===== src/rtl/uhs_pkg.sv =====
package uhs_pkg;
  localparam int unsigned FIELD_W = 12;
  localparam int unsigned THR_W   = FIELD_W + 2;
  localparam int unsigned HYS_N   = 4;

  typedef logic signed [FIELD_W-1:0] field_t;
  typedef logic signed [THR_W-1:0]   thr_t;
endpackage


===== src/rtl/uhs_thresh.sv =====
module uhs_thresh
  import uhs_pkg::*;
#(
  parameter int unsigned OP_W    = 6,
  parameter int          OP_BASE = 10,
  parameter int          OP_STEP = 5,
  parameter logic [HYS_N-1:0][FIELD_W-1:0] HYS_TAB = {12'd30, 12'd20, 12'd10, 12'd5}
) (
  input  logic [OP_W-1:0]          op_code_i,
  input  logic [$clog2(HYS_N)-1:0] hys_code_i,
  output thr_t                     op_thr_o,
  output thr_t                     rel_thr_o
);
  thr_t hys_sel;

  // table index mux, one arm per entry
  always_comb begin
    hys_sel = '0;
    for (int i = 0; i < HYS_N; i++) begin
      if (hys_code_i == i[$clog2(HYS_N)-1:0]) hys_sel = thr_t'(HYS_TAB[i]);
    end
  end

  assign op_thr_o  = thr_t'(OP_BASE) + thr_t'(OP_STEP) * thr_t'(op_code_i);
  assign rel_thr_o = op_thr_o - hys_sel;
endmodule


===== src/rtl/uhs_por_timer.sv =====
module uhs_por_timer #(
  parameter int unsigned POR_CYCLES = 1250
) (
  input  logic clk_i,
  input  logic rst_ni,
  input  logic pwr_good_i,
  output logic ready_o
);
  localparam int unsigned   CNT_W   = $clog2(POR_CYCLES + 1);
  localparam logic [CNT_W-1:0] CNT_MAX = CNT_W'(POR_CYCLES);

  logic [CNT_W-1:0] cnt_q;
  logic             done;

  assign done = (cnt_q == CNT_MAX);

  always_ff @(posedge clk_i or negedge rst_ni) begin
    if (!rst_ni)         cnt_q <= '0;
    else if (!pwr_good_i) cnt_q <= '0;
    else if (!done)       cnt_q <= cnt_q + 1'b1;
  end

  assign ready_o = pwr_good_i & done;
endmodule


===== src/rtl/uhs_switch_core.sv =====
module uhs_switch_core
  import uhs_pkg::*;
(
  input  logic   clk_i,
  input  logic   rst_ni,
  input  logic   ready_i,
  input  field_t field_i,
  input  thr_t   op_thr_i,
  input  thr_t   rel_thr_i,
  output logic   on_o
);
  logic on_q, arm_q;
  logic above, below;

  assign above = thr_t'(field_i) > op_thr_i;
  assign below = thr_t'(field_i) < rel_thr_i;

  always_ff @(posedge clk_i or negedge rst_ni) begin
    if (!rst_ni) begin
      on_q  <= 1'b1;
      arm_q <= 1'b1;
    end else if (!ready_i) begin
      on_q  <= 1'b1;           // forced on during power-on window
      arm_q <= 1'b1;
    end else if (arm_q) begin
      on_q  <= above;          // in-band default is off
      arm_q <= 1'b0;
    end else if (above) begin
      on_q  <= 1'b1;
    end else if (below) begin
      on_q  <= 1'b0;
    end
  end

  assign on_o = on_q;
endmodule


===== src/rtl/uni_hyst_switch.sv =====
module uni_hyst_switch #(
  parameter int unsigned POR_CYCLES = 1250,
  parameter int unsigned OP_W       = 6,
  parameter int          OP_BASE    = 10,
  parameter int          OP_STEP    = 5,
  parameter logic [uhs_pkg::HYS_N-1:0][uhs_pkg::FIELD_W-1:0] HYS_TAB =
    {12'd30, 12'd20, 12'd10, 12'd5}
) (
  input  logic                                clk_i,
  input  logic                                rst_ni,
  input  logic                                pwr_good_i,
  input  logic signed [uhs_pkg::FIELD_W-1:0]  field_i,
  input  logic [OP_W-1:0]                     op_code_i,
  input  logic [$clog2(uhs_pkg::HYS_N)-1:0]   hys_code_i,
  output logic                                switch_n_o
);
  import uhs_pkg::*;

  thr_t op_thr, rel_thr;
  logic por_ready;
  logic sw_on;

  uhs_thresh #(
    .OP_W(OP_W), .OP_BASE(OP_BASE), .OP_STEP(OP_STEP), .HYS_TAB(HYS_TAB)
  ) u_thresh (
    .op_code_i (op_code_i),
    .hys_code_i(hys_code_i),
    .op_thr_o  (op_thr),
    .rel_thr_o (rel_thr)
  );

  uhs_por_timer #(.POR_CYCLES(POR_CYCLES)) u_por (
    .clk_i     (clk_i),
    .rst_ni    (rst_ni),
    .pwr_good_i(pwr_good_i),
    .ready_o   (por_ready)
  );

  uhs_switch_core u_core (
    .clk_i    (clk_i),
    .rst_ni   (rst_ni),
    .ready_i  (por_ready),
    .field_i  (field_i),
    .op_thr_i (op_thr),
    .rel_thr_i(rel_thr),
    .on_o     (sw_on)
  );

  assign switch_n_o = ~sw_on;
endmodule


===== config.mk =====
export PLATFORM = sky130hd
export DESIGN_NAME = uni_hyst_switch
export DESIGN_NICKNAME = d
export VERILOG_FILES = /design/src/rtl/uhs_pkg.sv /design/src/rtl/uhs_thresh.sv /design/src/rtl/uhs_por_timer.sv /design/src/rtl/uhs_switch_core.sv /design/src/rtl/uni_hyst_switch.sv
export SDC_FILE = /design/constraint.sdc
export NUM_CORES = 1
export LEC_CHECK = 0
export BUFFER_PORTS_ARGS = -buffer_cell sky130_fd_sc_hd__buf_4
export CAP_MARGIN = 20
export CORE_ASPECT_RATIO = 0.8
export CORE_MARGIN = 2
export CORE_UTILIZATION = 55
export CTS_CLUSTER_SIZE = 25
export DETAILED_ROUTE_END_ITERATION = 8
export HOLD_SLACK_MARGIN = 0.02
export PLACE_DENSITY_LB_ADDON = 0.15
export REMOVE_ABC_BUFFERS = 1
export SYNTH_ARGS = -nofsm -noshare
export SYNTH_HDL_FRONTEND = slang
export SYNTH_SLANG_ARGS = --single-unit

===== constraint.sdc =====
create_clock -name clk_i -period 2.9 [get_ports clk_i]
set_input_delay 0.29 -clock clk_i [delete_from_list [all_inputs] [get_ports clk_i]]
set_output_delay 0.29 -clock clk_i [all_outputs]
set_load 0.005 [all_outputs]

After elaboration in Yosys (flattened, before gate mapping)
Cells that the tools add are included.
W data, S select, Z words.
{"block": "totals", "regBits": 13, "in_bits": 23, "output_inout_bits": 1, "wordCells": 29}
{"block": "op_classes", "add_sub_neg": 3, "multipliers": 1, "order_cmp": 2, "n_eq_ne": 6, "n_mux": 11, "bitwise": 2, "reduce_logical": 1}
{"op": "$mux W11", "count": 2}
{"op": "$add A5 B14 Y14 const A", "count": 1}
{"op": "$gt A12 B14 Y1", "count": 1}
{"op": "$lt A12 B14 Y1", "count": 1}
{"op": "$sub A14 B6 Y14", "count": 1}
{"op": "$add A11 B1 Y11 const B", "count": 1}
{"op": "$eq A11 B11 Y1 const B", "count": 1}
{"op": "$mux W5", "count": 2}
{"op": "$mul A3 B6 Y9 const A", "count": 1}
{"op": "$mux W1", "count": 5}
{"op": "$eq A2 B2 Y1 const B", "count": 2}
{"op": "$mux W4", "count": 1}
{"op": "$ne A4 B4 Y1 const B", "count": 1}
{"op": "$mux W3", "count": 1}
{"op": "$eq A2 B1 Y1 const B", "count": 1}
{"op": "$logic_not A2 Y1", "count": 1}
{"op": "$ne A2 B2 Y1 const B", "count": 1}
{"op": "$and A1 B1 Y1", "count": 1}
{"op": "$not A1 Y1", "count": 1}

Logic depth before layout (Yosys ltp)
Gate-level depths: netlist (run 1).
{"block": "logic_depth", "ltp_word": 11, "depth_mapped": 18, "depth_no_buf": 18}

Hierarchy
A second synthesis (run 1) with hierarchy kept.
{"block": "hier_totals", "cells_unflattened": 253, "area_unflattened_um2": 2075.7}
{"mod": "uhs_switch_core", "instances": 1, "cells_each": 104, "area_per_inst_um2": 784.5, "seq_area_each_um2": 52.6}
{"mod": "uhs_thresh", "instances": 1, "cells_each": 86, "area_per_inst_um2": 671.9, "seq_area_each_um2": 0.0}
{"mod": "uhs_por_timer", "instances": 1, "cells_each": 62, "area_per_inst_um2": 615.6, "seq_area_each_um2": 275.3}
{"mod": "uni_hyst_switch", "instances": 1, "cells_each": 1, "area_per_inst_um2": 3.8, "seq_area_each_um2": 0.0}

Least setup slack after synthesis (run 1)
No wires, ideal clock.
{"block": "synth_timing", "path_type": "input to register", "startpoint": "in op_code_i[1]", "endpoint": "reg u_core.on_q, in the netlist u_core.on_o", "setup_ps": 84, "arrival_time_ps": 3699, "required_ps": 2816, "slack_ps": -883, "stages": 17, "path_buffers": 0, "path_cell_list": "ha_1 -> ha_1 -> inv_1 -> fa_1 -> o21bai_1 -> nor4_2 -> xnor2_1 -> nand2_1 -> nor2_1 -> xor2_1 -> ha_1 -> a21o_1 -> a21oi_1 -> o21ai_0 -> o22ai_1 -> a2111oi_0 -> a311o_1"}
{"block": "synth_between", "elab_chain_cells": 6, "word_cells_on_any_way": 9, "classes_between": "add/sub: 2; mul: 1; order compare: 2; eq/ne: 1; mux: 3"}
{"item": "from (decl)", "line_no": "uni_hyst_switch.sv:13", "text": "input logic [OP_W-1:0] op_code_i,"}
{"item": "$mul A3 B6 Y9 *", "line_no": "uhs_thresh.sv:24", "text": "assign op_thr_o = thr_t'(OP_BASE) + thr_t'(OP_STEP) * thr_t'(op_code_i);"}
{"item": "$add A5 B14 Y14 *", "line_no": "uhs_thresh.sv:24"}
{"item": "parallel branches: the longest is 4 deep, another holds $sub A14 B6 Y14"}
{"item": "to (signal assigned)", "line_no": "uhs_switch_core.sv:26", "text": "on_q <= above;"}
{"item": "to (decl)", "line_no": "uhs_switch_core.sv:12", "text": "logic on_q, arm_q;"}
Every way passes the cells marked *.
A chain may end at the register's enable or synchronous reset.

Worst setup path after layout (run 1)
Same ends and word-level chain as after synthesis.

==> flow_summary_export.csv, run 1 <==
group,metric,value,unit
timing,timing.final.max_slew_violations,0,
global_routing,maximum_number_of_pins_on_one_net_before_global_route_repair,14,
global_routing,grt_use_total,0.259,
power_and_ir_drop,power.clock.fraction,0.126,
global_routing,grt_use_met3,0.0468,
final_layout,area_growth_syn_to_layout,47.4,%
min_path,hold_path_class,"in -> reg",
global_routing,gr-total-overflow,0,
outcome,outcome,"finished with violations",
route,drcViolationCount,0,
setup_path,worst-path-max-fanout,3,
outcome,violations,"setup timing",
timing,report.final.setup_viol,1,
synthesis,synth_area_leader_cell,"sky130_fd_sc_hd__ha_1",
global_routing,global_route.peak_usage_layer,"met2",
global_routing,grtUsageMet2,0.445,
timing,clock-skew-final,0.00211,ns
final_layout,drive_gt1_frac,0.400,
synthesis,postSynthAreaPerCell,9.00,um2
floorplan,die_boundary_height,55.3,um
timing,worst_slack,-0.778,ns
global_routing,antenna_violations_before_repair,0,
synthesis,yosysMostFrequentCell,"sky130_fd_sc_hd__ha_1",
setup_path,reg2reg_slack,1.10,ns
floorplan,start_util,0.582,
route,drt_wl_total,5640,um
synthesis,post_synth_main_area_contributors,"sky130_fd_sc_hd__ha_1 (25%), sky130_fd_sc_hd__dfrtp_1 (15%), sky130_fd_sc_hd__xnor2_1 (6.3%)",
power_and_ir_drop,internal-power,0.732,mW
final_layout,instances_no_fill,310,
power_and_ir_drop,swShare,0.409,
setup_path,worstSetupEndpointType,"flop",
clock_network,root_buffer,"sky130_fd_sc_hd__clkbuf_8",
power_and_ir_drop,total_leakage_power,1.32,nW
final_layout,finalNetCount,332,
clock_network,cts.clk_slew.worst_paths,0.05,ns
clock_network,cts_made_buffers,3,
setup_path,timing.setup.critical_path_class,"in -> reg",
route,vias_per_cell,5.92,
synthesis,post_synth_edffs,0,
synthesis,asyncSetResetFlopFracSynth,1.00,
placed_design,place_inst,302,
floorplan,coreArea,3110,um2
clock_network,clk-insertion-delay-late,0.24,ns
setup_path,crit_path_start_kind,"input port",
power_and_ir_drop,power_switching,0.506,mW
clock_network,clock_sink_count,13,
synthesis,syn_inst,201,
timing,setup_repair_after_global_routing_missed_its_margin,"yes",
final_layout,nFillCells,166,
route,postRouteAntennaNets,0,
route,route.detailed.wl_per_inst,18.2,um
global_routing,grt_util_met1,0.327,
synthesis,synthesis.yosys.warnings,0,
timing,final_period_minus_worst_setup_slack,3.68,ns
timing,setup_total_negative_slack,-0.778,ns
floorplan,die-area,3770,um2
synthesis,syn-cell-area,1810,um2
clock_network,htree_levels,1,
synthesis,synth_top_area_share,0.249,
route,first_iter_violations,144,
final_layout,antennaDiodeCount,0,
floorplan,io_pins,24,
power_and_ir_drop,power.share.combinational,0.721,
synthesis,synth_ff_type,"sky130_fd_sc_hd__dfrtp_1",
clock_network,clk_path_buf_depth,2,
timing,final-hold-violation-count,0,
synthesis,synth.ff_latch_count,13,
timing,fmax,272,MHz
synthesis,synth_seq_area_share,0.181,
setup_path,worst-endpoint-arrival,3.84,ns
power_and_ir_drop,share_of_power_burned_in_registers,0.153,
synthesis,yosys.cell_types.count,46,
power_and_ir_drop,power_per_cell_area,464,nW/um2
global_routing,vias_in_the_first_global_route,1767,
synthesis,synthTopCellsByCount,"sky130_fd_sc_hd__ha_1 (36), sky130_fd_sc_hd__inv_1 (21), sky130_fd_sc_hd__xnor2_1 (13)",
placed_design,gp_routability_congestion,0.867,
timing,layout_worst_path_cycle_share,1.27,
floorplan,die_width,68.1,um
clock_network,cts_tree,"yes",
placed_design,portBuffers,23,
route,drt_pre_antenna_iters,4,
setup_path,crit_required,3.06,ns
placed_design,dp_hpwl,3530,um
power_and_ir_drop,vdd_ir_drop_max,0.000365,V
global_routing,grt_first_pass_wirelength,7630,um
run,drv.max_cap_violation_count,0,
floorplan,rows,18,
route,via_count,1836,
-- state kept, by name (all words and copies together), names as in the netlist --
register and count:
u_por.cnt_q 11, u_core.arm_q 1, u_core.on_o 1
-- worst max-delay path, cell delays in order --
cell	delay [ns]
sky130_fd_sc_hd__buf_8	0.10
sky130_fd_sc_hd__ha_4	0.28
sky130_fd_sc_hd__ha_4	0.14
sky130_fd_sc_hd__inv_2	0.04
sky130_fd_sc_hd__fa_2	0.57
sky130_fd_sc_hd__xor2_2	0.21
sky130_fd_sc_hd__ha_1	0.29
sky130_fd_sc_hd__o21ai_2	0.10
sky130_fd_sc_hd__and3_4	0.23
sky130_fd_sc_hd__xor2_2	0.13
sky130_fd_sc_hd__ha_1	0.26
sky130_fd_sc_hd__a21o_1	0.16
sky130_fd_sc_hd__a21o_1	0.16
sky130_fd_sc_hd__a21oi_2	0.19
sky130_fd_sc_hd__o21ai_1	0.10
sky130_fd_sc_hd__o22ai_1	0.20
sky130_fd_sc_hd__a2111oi_2	0.10
sky130_fd_sc_hd__a311o_1	0.28
-- path summary, 6_finish.rpt --
path,from,to,depth (start not counted)
min in group asynchronous,rst_ni,u_por.cnt_q[8],2
hold reg to reg,u_por.cnt_q[10],u_por.cnt_q[10],2
hold / removal,pwr_good_i,u_core.arm_q,2
setup / recovery,op_code_i[1],u_core.on_o,18
setup reg to reg,u_por.cnt_q[0],u_core.on_o,7
max in group asynchronous,rst_ni,u_core.arm_q,2
-- layout make-up --
| class | count | area [um2] | share of cell area |
|---|---|---|---|
| multi-input cells | 166 | 1650 | 0.618 |
| repair buffers | 66 | 517 | 0.194 |
| flip-flops and latches | 13 | 328 | 0.123 |
| inverters | 21 | 78.8 | 0.0296 |
| well taps | 40 | 50.0 | 0.0188 |
| clock buffers | 4 | 45.0 | 0.0169 |
-- per-layer routing --
metal	wire length [um]	part of all wire
met1	2270	0.40
met5	0	0
met2	2760	0.49
met3	352	0.062
met4	255	0.045
-- power by group through the flow --
stage               clock network (mW)  logic, mW  registers [mW]
finish                           0.156      0.892           0.190
global route                     0.174      0.954           0.190
CTS                              0.159      0.737           0.189
detailed placement                   0      0.666           0.192
global placement                     0      0.634           0.192
floorplan                            0      0.404           0.191
-- through the flow --
stage          total power [mW]  worst slack, ns  utilization  hold WS [ns]  cell area (um2)
3_5_place_dp              0.858            -1.17        0.747         0.141             2320
2_1_floorplan             0.595           -0.883            -      -0.00559             1810
6_report                   1.24           -0.778        0.858         0.310             2670
3_3_place_gp              0.825           -0.981        0.747         0.137             2320
5_1_grt                    1.32           -0.823        0.858         0.323             2670
4_1_cts                    1.09           -0.754        0.804         0.282             2500
-- cell families (layout without fill, tap and decap cells) --
group,Yosys count,count (layout),synth area share
simple gates,65,65,0.202
flops,13,13,0.181
other cells,1,1,0.00207
buf+inv,22,91,0.0456
mux,1,1,0.00553
compound gates,36,36,0.152
fa+ha+maj,38,38,0.271
xor+xnor,25,25,0.140
-- layout by cell type (no fill, tap or decap), drive strengths merged, types with 3 or more instances in the layout --
cell type,instances
ha,36
nand4,5
and3,4
nor2b,3
clkbuf,4
nand3,11
xor2,10
xnor2,13
nor2,11
a21oi,9
buf,65
a21o,6
dfrtp,11
and2,10
nand2,10
inv,21
o21ai,6
nand2b,4
-- repair_timing --
item | 4_1_cts | 5_1_grt
pin swaps | 20 | 17
hold buffers | 1 | 0
endpoints found under the setup margin | 1 | 1
resized for setup | 20 | 26
setup buffers | 4 | 0
hold endpoints to repair | 11 | 0
No activity file was read; power rests on OpenSTA's default activity.
==> run 2, diff against run 1 <==
--- a/config.mk
+++ b/config.mk
@@ -12,9 +12,10 @@
 export CORE_UTILIZATION = 55
 export CTS_CLUSTER_SIZE = 25
 export DETAILED_ROUTE_END_ITERATION = 8
-export HOLD_SLACK_MARGIN = 0.02
+export HOLD_SLACK_MARGIN = 0.06
 export PLACE_DENSITY_LB_ADDON = 0.15
 export REMOVE_ABC_BUFFERS = 1
+export SKIP_CTS_REPAIR_TIMING = 1
 export SYNTH_ARGS = -nofsm -noshare
 export SYNTH_HDL_FRONTEND = slang
 export SYNTH_SLANG_ARGS = --single-unit
==> run 2 against run 1 <==
The run still ends with setup timing left; clock power about the same; routed wire length is 3.7% higher; via count is 0.98% higher; global-route usage decreased by 2.0 points; cell area rose by 1.2%; maximum frequency shrank 3.4%; power increased by 2.0%; first-iteration DRC count rose by 16%; critical endpoint unchanged; die area is the same; critical path depth increased by 1; utilization grew 1.0 points; highest routed layer unchanged.
==> flow_summary_export.csv, run 2 (synthesized netlist as in run 1, its figures left out) <==
group,metric,value,unit
outcome,outcome,"finished with violations",
outcome,violations,"setup timing",
setup_path,worstSetupEndpointType,"flop",
route,first_iter_violations,167,
floorplan,die_width,68.1,um
floorplan,start_util,0.582,
floorplan,die_boundary_height,55.3,um
global_routing,grt_first_pass_wirelength,7050,um
timing,hold_ws,0.296,ns
setup_path,reg2reg_slack,1.12,ns
final_layout,layout_common_cells,"sky130_fd_sc_hd__buf_4 (62), sky130_fd_sc_hd__ha_1 (28), sky130_fd_sc_hd__inv_1 (20)",
clock_network,root_buffer,"sky130_fd_sc_hd__clkbuf_8",
power_and_ir_drop,vdd_ir_drop_max,0.000388,V
global_routing,maximum_number_of_pins_on_one_net_before_global_route_repair,14,
clock_network,cts_tree,"yes",
placed_design,place_inst,302,
final_layout,area_growth_syn_to_layout,49.2,%
timing,setup_repair_after_global_routing_missed_its_margin,"yes",
min_path,hold_path_class,"in -> reg",
setup_path,timing.setup.critical_path_class,"in -> reg",
route,drt_wl_total,5850,um
timing,worst_slack,-0.907,ns
setup_path,critPathSlowestCell,"sky130_fd_sc_hd__fa_2",
global_routing,grt_use_total,0.238,
route,vias_per_cell,5.96,
global_routing,antenna_violations_before_repair,0,
clock_network,htree_levels,1,
floorplan,rows,18,
timing,final_period_minus_worst_setup_slack,3.81,ns
clock_network,cts.clk_slew.worst_paths,0.05,ns
timing,final-hold-violation-count,0,
run,drv.max_cap_violation_count,0,
timing,layout_worst_path_cycle_share,1.31,
placed_design,gp_routability_congestion,0.867,
setup_path,crit_chain,"buf_4 > ha_1 > ha_4 > inv_2 > fa_2 > buf_4 > nor3_4 > xnor2_2 > buf_4 > nand2_2 > nor2_4 > xor2_1 > ha_1 > a21o_1 > a21oi_2 > o21ai_1 > o22ai_2 > a2111oi_4 > a311o_1",
final_layout,finalNetCount,333,
setup_path,critPathMostFrequentCell,"sky130_fd_sc_hd__buf_4",
floorplan,die-area,3770,um2
setup_path,worst-path-max-fanout,3,
clock_network,cts_made_buffers,3,
floorplan,io_pins,24,
final_layout,nFillCells,142,
setup_path,crit_path_start_kind,"input port",
global_routing,vias_in_the_first_global_route,1658,
global_routing,gr-total-overflow,0,
timing,report.final.setup_viol,1,
setup_path,critical_path_s_top_delay_family,"adder cells",
floorplan,coreArea,3110,um2
placed_design,dp_hpwl,3530,um
timing,fmax,263,MHz
setup_path,path_buf_inv,4,
route,route.detailed.wl_per_inst,18.8,um
placed_design,portBuffers,23,
power_and_ir_drop,power_per_cell_area,468,nW/um2
clock_network,clk-insertion-delay-late,0.24,ns
final_layout,drive_gt1_frac,0.399,
final_layout,instances_no_fill,311,
clock_network,clock_sink_count,13,
final_layout,most_frequent_standard_cell_in_the_layout_excluding_fill_and_tap_cells,"sky130_fd_sc_hd__buf_4",
timing,timing.final.max_slew_violations,0,
route,postRouteAntennaNets,0,
power_and_ir_drop,total_leakage_power,1.33,nW
setup_path,worst-endpoint-arrival,3.97,ns
timing,clock-skew-final,0.00337,ns
route,drcViolationCount,0,
setup_path,crit_required,3.06,ns
final_layout,largest_register_ff_count,11,
final_layout,antennaDiodeCount,0,
setup_path,crit_path_max_incr_delay,0.47,ns
final_layout,largest-register,"u_por.cnt_q",
route,drt_pre_antenna_iters,5,
route,via_count,1854,
clock_network,clk_path_buf_depth,2,
run 2: final timing paths:
kind | startpoint | end | depth (start not counted)
min | pwr_good_i | u_core.arm_q | 2
min reg2reg | u_por.cnt_q[10] | u_por.cnt_q[10] | 2
max reg2reg | u_por.cnt_q[0] | u_core.on_o | 7
min in group asynchronous | rst_ni | u_por.cnt_q[6] | 2
max in group asynchronous | rst_ni | u_core.on_o | 2
max | op_code_i[0] | u_core.on_o | 19
run 2: report_power, final:
part	total, mW	internal (mW)	switching [mW]
registers	0.190	0.185	0.00524
logic	0.917	0.467	0.450
clock network	0.155	0.0966	0.0581
run 2: layout make-up:
type,instances,area [um2],share of cell area
multi-input combinational,166,1670,0.620
timing repair buffer,67,524,0.194
sequential,13,328,0.121
inverter,21,78.8,0.0292
tap,40,50.0,0.0185
clock buffer,4,45.0,0.0167
run 2: per-layer routing:
layer,routed length [um],up-vias,track usage
li1,-,851,-
met1,2230,866,0.322
met2,2930,104,0.402
met3,417,33,0.0367
met4,280,0,0.0429
met5,0,-,0
run 2: per-stage QoR:
step	cell area [um2]	setup TNS, ns	utilization	worst slack [ns]	total power, mW
after CTS	2370	-0.988	0.761	-0.988	1.02
after global routing	2700	-0.958	0.868	-0.958	1.35
after global placement	2320	-0.981	0.747	-0.981	0.825
after detailed placement	2320	-1.17	0.747	-1.17	0.858
after floorplan	1810	-0.883	-	-0.883	0.595
final	2700	-0.907	0.868	-0.907	1.26
==> run 3, diff against run 2 <==
--- a/config.mk
+++ b/config.mk
@@ -18,4 +18,5 @@
 export SKIP_CTS_REPAIR_TIMING = 1
 export SYNTH_ARGS = -nofsm -noshare
 export SYNTH_HDL_FRONTEND = slang
+export SYNTH_HIERARCHICAL = 1
 export SYNTH_SLANG_ARGS = --single-unit
==> run 3 against run 2 <==
The flow still finishes with violations (setup timing); count of clock-buffer cells in the layout unchanged; setup slack better by 0.39 ns; critical path depth down 1; final cell count up 15%; clock power up 4%; global-route usage down 1.7 points; via count up 6.1%.
==> flow_summary_export.csv, run 3 <==
group,metric,value,unit
setup_path,timing.critical_path.to,"u_core/on_o",
clock_network,clk-insertion-delay-late,0.24,ns
synthesis,synth_seq_area_share,0.158,
global_routing,antenna_violations_before_repair,0,
setup_path,crit_path_start_kind,"input port",
floorplan,rows,19,
clock_network,cts_tree,"yes",
route,drt_pre_antenna_iters,4,
final_layout,largest-register,"u_por/cnt_q",
placed_design,portBuffers,23,
route,route.detailed.wl_per_inst,13.8,um
timing,timing.final.max_slew_violations,0,
route,vias_per_cell,5.51,
final_layout,regArea,328,um2
final_layout,stdcell_area,2740,um2
floorplan,die_width,72.7,um
clock_network,clock_sink_count,13,
setup_path,r2r_cells,10,
setup_path,crit_chain,"buf_4 > ha_1 > inv_1 > fa_1 > inv_1 > ha_2 > and3_4 > o31a_2 > a21oi_1 > or4_4 > buf_4 > nor3_2 > inv_1 > ha_4 > a21oi_1 > a21oi_2 > a2111o_1 > o211ai_1",
clock_network,htree_levels,1,
global_routing,vias_in_the_first_global_route,1749,
power_and_ir_drop,swShare,0.393,
global_routing,maximum_number_of_pins_on_one_net_before_global_route_repair,14,
final_layout,most_frequent_standard_cell_in_the_layout_excluding_fill_and_tap_cells,"sky130_fd_sc_hd__buf_4",
global_routing,grt_first_pass_wirelength,7490,um
route,via_count,1968,
final_layout,area_growth_syn_to_layout,32.1,%
setup_path,timing.setup.critical_path_class,"in -> reg",
setup_path,worst-path-max-fanout,4,
setup_path,setup.worst_path.start,"op_code_i[0]",
synthesis,yosysMostFrequentCell,"sky130_fd_sc_hd__inv_1",
route,postRouteAntennaNets,0,
global_routing,grt_use_total,0.222,
timing,final_period_minus_worst_setup_slack,3.42,ns
synthesis,synthTopCellsByCount,"sky130_fd_sc_hd__inv_1 (48), sky130_fd_sc_hd__ha_1 (46), sky130_fd_sc_hd__a21oi_1 (16)",
synthesis,synthesis.yosys.warnings,6,
route,drcViolationCount,0,
power_and_ir_drop,power_switching,0.411,mW
synthesis,synth_top_area_share,0.277,
route,first_iter_violations,85,
floorplan,start_util,0.590,
synthesis,post_synth_edffs,0,
outcome,outcome,"finished with violations",
synthesis,post_synth_main_area_contributors,"sky130_fd_sc_hd__ha_1 (28%), sky130_fd_sc_hd__dfrtp_1 (13%), sky130_fd_sc_hd__inv_1 (8.7%)",
placed_design,dpl_cell_area,2520,um2
timing,report.final.setup_viol,1,
final_layout,drive_gt1_frac,0.314,
setup_path,crit_path_max_incr_delay,0.44,ns
synthesis,synth_area_leader_cell,"sky130_fd_sc_hd__ha_1",
synthesis,synth.ff_latch_count,13,
timing,clock-skew-final,0.00680,ns
power_and_ir_drop,power.clock.fraction,0.154,
floorplan,die_boundary_height,58.9,um
placed_design,place_inst,350,
final_layout,multi_input_combinational_cell_area,1680,um2
clock_network,root_buffer,"sky130_fd_sc_hd__clkbuf_8",
setup_path,worst-endpoint-arrival,3.59,ns
global_routing,gr-total-overflow,0,
final_layout,layout_common_cells,"sky130_fd_sc_hd__buf_4 (60), sky130_fd_sc_hd__inv_1 (48), sky130_fd_sc_hd__ha_1 (38), sky130_fd_sc_hd__nor2_1 (12), sky130_fd_sc_hd__a21oi_1 (12)",
final_layout,nFillCells,261,
final_layout,largest_register_ff_count,11,
synthesis,yosys.cell_types.count,53,
final_layout,antennaDiodeCount,0,
setup_path,r2r-end,"u_core/on_o",
synthesis,syn_inst,253,
clock_network,cts.clk_slew.worst_paths,0.06,ns
setup_path,worstSetupEndpointType,"flop",
final_layout,instances_no_fill,357,
run,drv.max_cap_violation_count,0,
power_and_ir_drop,power_per_cell_area,382,nW/um2
clock_network,cts_made_buffers,3,
power_and_ir_drop,power.share.combinational,0.664,
min_path,hold_path_depth,3,
floorplan,io_pins,24,
placed_design,gp_routability_congestion,0.788,
timing,fmax,292,MHz
setup_path,reg2reg_slack,0.51,ns
timing,layout_worst_path_cycle_share,1.18,
synthesis,postSynthAreaPerCell,8.20,um2
setup_path,crit-reg2reg-launch,"u_por/cnt_q[0]",
power_and_ir_drop,total_leakage_power,1.34,nW
outcome,violations,"setup timing",
final_layout,finalNetCount,387,
synthesis,synth_ff_type,"sky130_fd_sc_hd__dfrtp_1",
setup_path,critPathSlowestCell,"sky130_fd_sc_hd__or4_4",
timing,worst_slack,-0.521,ns
min_path,hold_path_class,"in -> reg",
route,drt_wl_total,4930,um
setup_path,crit_required,3.07,ns
placed_design,dp_hpwl,3900,um
power_and_ir_drop,share_of_power_burned_in_registers,0.182,
clock_network,clk_path_buf_depth,2,
timing,setup_repair_after_global_routing_missed_its_margin,"yes",
setup_path,critPathMostFrequentCell,"sky130_fd_sc_hd__inv_1",
timing,final-hold-violation-count,0,
power_and_ir_drop,internal-power,0.636,mW
floorplan,die-area,4280,um2
power_and_ir_drop,vdd_ir_drop_max,0.000290,V
synthesis,asyncSetResetFlopFracSynth,1.00,
floorplan,coreArea,3520,um2
synthesis,syn-cell-area,2080,um2
-- run 3: cell type report --
class,count,share of cell area
multi-input cells,189,0.611
repair buffers,61,0.168
flip-flops and latches,13,0.120
inverters,48,0.0657
well taps,42,0.0192
clock buffers,4,0.0164
-- run 3: cell families after synthesis --
logic type,Yosys count,share of synthesized area
AO/OA/AOI/OAI,47,0.143
AND/OR/NAND/NOR,77,0.234
XOR/XNOR,9,0.0380
flip-flops,13,0.158
multiplexers,3,0.0145
other,1,0.00181
buffers and inverters,55,0.114
adder cells (fa/ha/maj),48,0.297
-- run 3: how the worst min path moves through the flow --
stage | slack (ns) | from | end
global placement | 0.14 | rst_ni | u_por/cnt_q[7]
finish | 0.35 | pwr_good_i | u_por/cnt_q[0]
detailed placement | 0.14 | rst_ni | u_por/cnt_q[7]
floorplan | -0.006 | rst_ni | u_por/cnt_q[0]
CTS | -0.11 | rst_ni | u_por/cnt_q[7]
global route | 0.36 | pwr_good_i | u_por/cnt_q[0]
-- run 3: routing by layer --
metal  part of all wire  GRT usage  vias to the layer above
li1                   -          -                     1002
met1               0.48      0.313                      911
met3              0.041     0.0377                        4
met4             0.0039     0.0159                        0
met5                  0          0                        -
met2               0.47      0.373                       51
-- run 3: worst max-delay path: cells and delay by family --
| kind | cells | cell delay, ns |
|---|---|---|
| AND/OR/NAND/NOR | 3 | 0.83 |
| adder cells (fa/ha/maj) | 4 | 1.03 |
| AO/OA/AOI/OAI | 6 | 0.91 |
| buffers and inverters | 5 | 0.54 |
-- run 3: per-stage QoR --
stage                     setup WS, ns  hold WS, ns  TNS (ns)  utilization  power (mW)
after floorplan                 -0.645     -0.00559    -0.645            -       0.555
after global placement          -0.879        0.145    -0.879        0.717       0.759
after detailed placement        -0.918        0.145    -0.918        0.717       0.788
after CTS                       -0.683       -0.115    -0.683        0.730       0.954
after global routing            -0.647        0.361    -0.647        0.780        1.13
final                           -0.521        0.346    -0.521        0.780        1.05
-- run 3: power by group through the flow --
stage                     Combinational, mW  Clock (mW)  Sequential [mW]
after global routing                  0.771       0.171            0.191
after detailed placement              0.595           0            0.193
after global placement                0.566           0            0.193
after CTS                             0.599       0.166            0.190
final                                 0.695       0.161            0.190
after floorplan                       0.363           0            0.192
